--- src/rtl/poll_irq_pkg.sv ---
package poll_irq_pkg;
  typedef enum logic [1:0] {
    ST_IDLE = 2'd0,
    ST_POLL = 2'd1,
    ST_WAIT = 2'd2
  } seq_st_e;
endpackage

--- src/rtl/poll_irq_chain.sv ---
// Poll token decode and per-position hit detect.
module poll_irq_chain #(
  parameter int N_DEV = 8,
  parameter int POS_W = 3
) (
  input  logic             active_i,
  input  logic [POS_W-1:0] pos_i,
  input  logic [N_DEV-1:0] pend_i,
  output logic [N_DEV-1:0] poll_o,
  output logic             hit_o
);
  logic [N_DEV-1:0] poll_vec;
  logic [N_DEV-1:0] hit_vec;

  for (genvar k = 0; k < N_DEV; k++) begin : g_pos
    assign poll_vec[k] = active_i && (pos_i == POS_W'(k));
    assign hit_vec[k]  = poll_vec[k] & pend_i[k];
  end

  assign poll_o = poll_vec;
  assign hit_o  = |hit_vec;
endmodule

--- src/rtl/poll_irq_seq.sv ---
module poll_irq_seq
  import poll_irq_pkg::*;
#(
  parameter int N_DEV = 8,
  parameter int POS_W = 3
) (
  input  logic             clk_i,
  input  logic             rst_ni,
  input  logic             int_req_i,
  input  logic             ack_i,
  input  logic             hit_i,
  output seq_st_e          st_o,
  output logic [POS_W-1:0] pos_o,
  output logic [POS_W-1:0] win_o,
  output logic             load_o
);
  localparam logic [POS_W-1:0] LAST_POS = POS_W'(N_DEV - 1);

  seq_st_e          st_q, st_d;
  logic [POS_W-1:0] pos_q, pos_d;
  logic [POS_W-1:0] win_q, win_d;

  always_comb begin
    st_d  = st_q;
    pos_d = pos_q;
    win_d = win_q;
    unique case (st_q)
      ST_IDLE: begin
        if (int_req_i) begin
          st_d  = ST_POLL;
          pos_d = '0;
        end
      end
      ST_POLL: begin
        if (!int_req_i) begin
          st_d = ST_IDLE;          // request withdrawn, abort
        end else if (hit_i) begin
          st_d  = ST_WAIT;
          win_d = pos_q;
        end else if (pos_q == LAST_POS) begin
          st_d = ST_IDLE;          // chain exhausted
        end else begin
          pos_d = pos_q + 1'b1;
        end
      end
      ST_WAIT: begin
        if (ack_i) st_d = ST_IDLE;
      end
      default: st_d = ST_IDLE;
    endcase
  end

  always_ff @(posedge clk_i or negedge rst_ni) begin
    if (!rst_ni) begin
      st_q  <= ST_IDLE;
      pos_q <= '0;
      win_q <= '0;
    end else begin
      st_q  <= st_d;
      pos_q <= pos_d;
      win_q <= win_d;
    end
  end

  assign st_o   = st_q;
  assign pos_o  = pos_q;
  assign win_o  = win_q;
  assign load_o = (st_q == ST_WAIT) && ack_i;
endmodule

--- src/rtl/poll_irq_addr_reg.sv ---
// Device-number register and CPU bus read mux.
module poll_irq_addr_reg #(
  parameter int POS_W  = 3,
  parameter int DATA_W = 16
) (
  input  logic              clk_i,
  input  logic              rst_ni,
  input  logic              load_i,
  input  logic [POS_W-1:0]  win_i,
  input  logic              rd_en_i,
  output logic [POS_W-1:0]  ioa_o,
  output logic [DATA_W-1:0] bus_o
);
  localparam int PAD_W = DATA_W - POS_W;

  logic [POS_W-1:0] ioa_q;

  always_ff @(posedge clk_i or negedge rst_ni) begin
    if (!rst_ni)     ioa_q <= '0;
    else if (load_i) ioa_q <= win_i;
  end

  assign ioa_o = ioa_q;
  assign bus_o = rd_en_i ? {{PAD_W{1'b0}}, ioa_q} : '0;
endmodule

--- src/rtl/poll_irq_ctrl.sv ---
module poll_irq_ctrl
  import poll_irq_pkg::*;
#(
  parameter int N_DEV  = 8,
  parameter int DATA_W = 16
) (
  input  logic              clk_i,
  input  logic              rst_ni,
  input  logic              int_req_i,
  input  logic [N_DEV-1:0]  dev_pend_i,
  output logic [N_DEV-1:0]  poll_o,
  input  logic              int_ack_i,
  output logic              ext_int_o,
  input  logic              rd_en_i,
  output logic [DATA_W-1:0] s_bus_o
);
  localparam int POS_W = (N_DEV > 1) ? $clog2(N_DEV) : 1;

  seq_st_e          st_w;
  logic [POS_W-1:0] pos_w;
  logic [POS_W-1:0] win_w;
  logic [POS_W-1:0] ioa_w;
  logic             load_w;
  logic             hit_w;

  poll_irq_seq #(.N_DEV(N_DEV), .POS_W(POS_W)) seq_i (
    .clk_i     (clk_i),
    .rst_ni    (rst_ni),
    .int_req_i (int_req_i),
    .ack_i     (int_ack_i),
    .hit_i     (hit_w),
    .st_o      (st_w),
    .pos_o     (pos_w),
    .win_o     (win_w),
    .load_o    (load_w)
  );

  poll_irq_chain #(.N_DEV(N_DEV), .POS_W(POS_W)) chain_i (
    .active_i (st_w == ST_POLL),
    .pos_i    (pos_w),
    .pend_i   (dev_pend_i),
    .poll_o   (poll_o),
    .hit_o    (hit_w)
  );

  poll_irq_addr_reg #(.POS_W(POS_W), .DATA_W(DATA_W)) areg_i (
    .clk_i   (clk_i),
    .rst_ni  (rst_ni),
    .load_i  (load_w),
    .win_i   (win_w),
    .rd_en_i (rd_en_i),
    .ioa_o   (ioa_w),
    .bus_o   (s_bus_o)
  );

  assign ext_int_o = (st_w == ST_WAIT);
endmodule

--- config.mk ---
export PLATFORM = sky130hd
export DESIGN_NAME = poll_irq_ctrl
export DESIGN_NICKNAME = d
export VERILOG_FILES = /design/src/rtl/poll_irq_pkg.sv /design/src/rtl/poll_irq_chain.sv /design/src/rtl/poll_irq_seq.sv /design/src/rtl/poll_irq_addr_reg.sv /design/src/rtl/poll_irq_ctrl.sv
export SDC_FILE = /design/constraint.sdc
export NUM_CORES = 1
export LEC_CHECK = 0
export BUFFER_PORTS_ARGS = -buffer_cell sky130_fd_sc_hd__buf_2
export CORE_MARGIN = 4
export CORE_UTILIZATION = 48
export CTS_BUF_LIST = sky130_fd_sc_hd__clkbuf_16
export CTS_CLUSTER_DIAMETER = 40
export DETAILED_ROUTE_END_ITERATION = 10
export GPL_TIMING_DRIVEN = 0
export PLACE_DENSITY = 0.83
export SETUP_SLACK_MARGIN = 0.1
export SLEW_MARGIN = 20
export SYNTH_ARGS = -nofsm -noshare
export SYNTH_HDL_FRONTEND = slang
export SYNTH_HIERARCHICAL = 1
export SYNTH_SLANG_ARGS = --single-unit
--- constraint.sdc ---
create_clock -name clk_i -period 4.5 [get_ports clk_i]
set_input_delay 0.225 -clock clk_i [delete_from_list [all_inputs] [get_ports clk_i]]
set_output_delay 0.225 -clock clk_i [all_outputs]
set_load 0.05 [all_outputs]
==> metrics <==
source of the worst hold timing path=int_ack_i; number of flops mapped to enable cells by yosys=0; share of the yosys chip area belonging to registers=0.348; capturing point of the worst reg2reg path=seq_i/pos_o[1]; die footprint=2360 µm²; largest clock skew in the final design=1.25 ps; Row Count=14; number of library cell types mapped by synthesis=25; library cell occupying the most area in the post-synthesis netlist=dfrtp_1; worst path cell trace=buf_6 > mux2i_1 > nor3_1 > or4_1 > or2_4 > or2_4 > o211ai_2; fraction of layout instances using a drive strength above 1=0.432; top_reg_cell synth=dfrtp_1; register-to-register setup slack=2300 ps; wire length of the first global-routing pass=2760 µm; clock root buffer=clkbuf_16; final hold vios=0; clock slew seen by the registers of the worst setup and hold paths=40 ps; fraction of post-synthesis cell area in the top cell type by area=0.348; R2R cell count=7; commonest cells in the netlist=buf_4 (14), dfrtp_1 (11), nand2_1 (7), nor2_1 (7), mux2_2 (6); post-CTS repair timing setup buffer count=0; Leakage Power=0.000600 µW; Synthesis Warnings=6; count of nets after finishing=141; maximum fanout count along the critical path=9; Initial Util=0.514; share of the clock period used by the worst path after layout=0.489; Post-Synthesis Cell Area=792 µm²; GR Util All Layers=0.148; synthesized instance count=84; 1st-pass router iterations=4; Die X=48.6 µm; CP Capture Type=flip-flop; maximum clock path buffer count=2; total area of sequential cells=275 µm²; count of boundary I/O pins=38; clock latency on the worst-skew pair=240 ps; detail-routed net length per standard cell=12.2 µm; RSZ-0062 raised after global routing=false; # Max-Cap Violations=0; total overflow reported by the global router=0; Power per Cell Area=528 nW/µm²; number of levels the H-tree was split into=1; Worst setup SP type=flip-flop; area growth from synthesis to layout=34.6%; worst setup path category=reg -> reg; ranking of synthesized cells by area=dfrtp_1 (35%), buf_4 (13%), mux2_2 (8.5%); peak supply drop=320 µV; final number of max-transition violations=0; antenna violations before repair=0; maximum operating frequency=455 MHz; sum of negative setup slack=0 ps; stage delay of the slowest cell on the critical path=540 ps; proportion of register bits with asynchronous set or reset after synthesis=1.00; via count of the first global-routing pass=656; total DRC errors in the routed layout=0; Slowest cell on crit path=or4_1; area of combinational cells with multiple inputs=438 µm²; Core Region=1540 µm²; worst endpoint required time=4660 ps; sum of net half-perimeters after detailed placement=1340 µm; Die Ht=48.6 µm; most frequently used cell type in the post-synthesis netlist=buf_4; Worst Hold Depth=2; # port buffers=24; total of hold buffers inserted after clock tree synthesis=1; outcome=finished, final reports clean; via count normalized by instance count=4.70; Reg-to-Reg Start=seq_i/pos_o[0]; pin count of the biggest net entering global routing=12; Crit path max-delay family=simple AND/OR/NAND/NOR gates; number of clock sinks seen by CTS=11; number of clock buffers inserted by TritonCTS=3; worst hold margin=196 ps; CTS tree=built; drt first-iter violations=13; number of synthesized register bits=11; Filler cells=130; class of the tightest hold or removal check=in -> reg; Avg Inst Size Synth=9.43 µm²; number of buffers and inverters on the critical path=1; final weighted congestion of routability-driven global placement=0.815; end point of the most critical hold path=seq_i/st_o[1]; diode insertion count for antenna repair=0; Routed Wire Length=1720 µm; number of cells upsized or downsized after cts=0; arrival time reported for the critical path endpoint=2360 ps; Final setup viols=0; Vias=662; remaining antenna violation count=0; final critical-path required period=2200 ps; cell seen most often among critical-path stages=or2_4
metrics by stage:
stage	instances	worst slack [ps]	total power, µW	area [µm²]	utilization
final	141	2300	562	1070	0.692
after global routing	141	2160	595	1070	0.692
after CTS	141	2300	566	1070	0.692
after detailed placement	136	2310	404	977	0.634
after global placement	136	2340	394	977	0.634
after floorplan	96	2460	356	837	-
layer usage:
layer  global-route usage  vias to the layer above  wire (µm)  part of all wire
li1                     -                      339          -                 -
met1                0.135                      302        625              0.36
met2                0.283                       17        958              0.56
met3               0.0399                        4         84             0.049
met4               0.0852                        0         49             0.029
met5                    0                        -          0                 0
report_power, final:
part | total, µW | switching (µW) | leakage (µW) | internal (µW)
logic | 254 | 156 | 0.000410 | 97.6
clock network | 159 | 42.5 | 0.0000423 | 117
registers | 150 | 23.7 | 0.000148 | 126
placed cells by master (no fill, tap or decap), types with 2 or more instances in the layout:
cell and n:
buf_2 24, nor3_1 4, nand3_1 3, dfrtp_1 11, o211ai_2 3, buf_4 14
inv_1 2, or2_4 2, and2_1 3, mux2i_1 4, conb_1 13, nand2_1 7
clkbuf_16 3, nor2_1 7, ha_1 2, mux2_2 6, nand2b_1 5, nor3b_1 2
how the worst max path moves through the flow:
stage	startpoint	end	slack, ps	depth (start not counted)
after detailed placement	seq_i/pos_o[0]	seq_i/pos_o[1]	2310	7
after CTS	seq_i/pos_o[0]	seq_i/pos_o[1]	2300	7
after global placement	seq_i/pos_o[0]	seq_i/pos_o[0]	2340	7
after global routing	seq_i/pos_o[0]	seq_i/pos_o[1]	2160	7
after floorplan	seq_i/pos_o[0]	seq_i/pos_o[0]	2460	7
final	seq_i/pos_o[0]	seq_i/pos_o[1]	2300	7
final cells by class:
cell class                 instances  area share
multi-input combinational         68       0.411
sequential                        11       0.258
timing repair buffer              25       0.122
buffer                            16       0.113
clock buffer                       3      0.0704
tap                               16      0.0188
clock inverter                     1     0.00352
inverter                           1     0.00352
cells by family after synthesis:
family          count (synthesis)  synth area share
simple gates                   38             0.264
mux                            10             0.136
flops                          11             0.348
buf+inv                        17             0.156
compound gates                  5            0.0600
fa+ha+maj                       2            0.0316
other cells                     1           0.00473
flip-flops by register name, indices dropped and copies added, names as in the netlist:
register / flops
seq_i/win_o: 3
seq_i/st_o: 2
areg_i/ioa_o: 3
seq_i/pos_o: 3
Note: power is estimated with default switching activity, not from simulation.
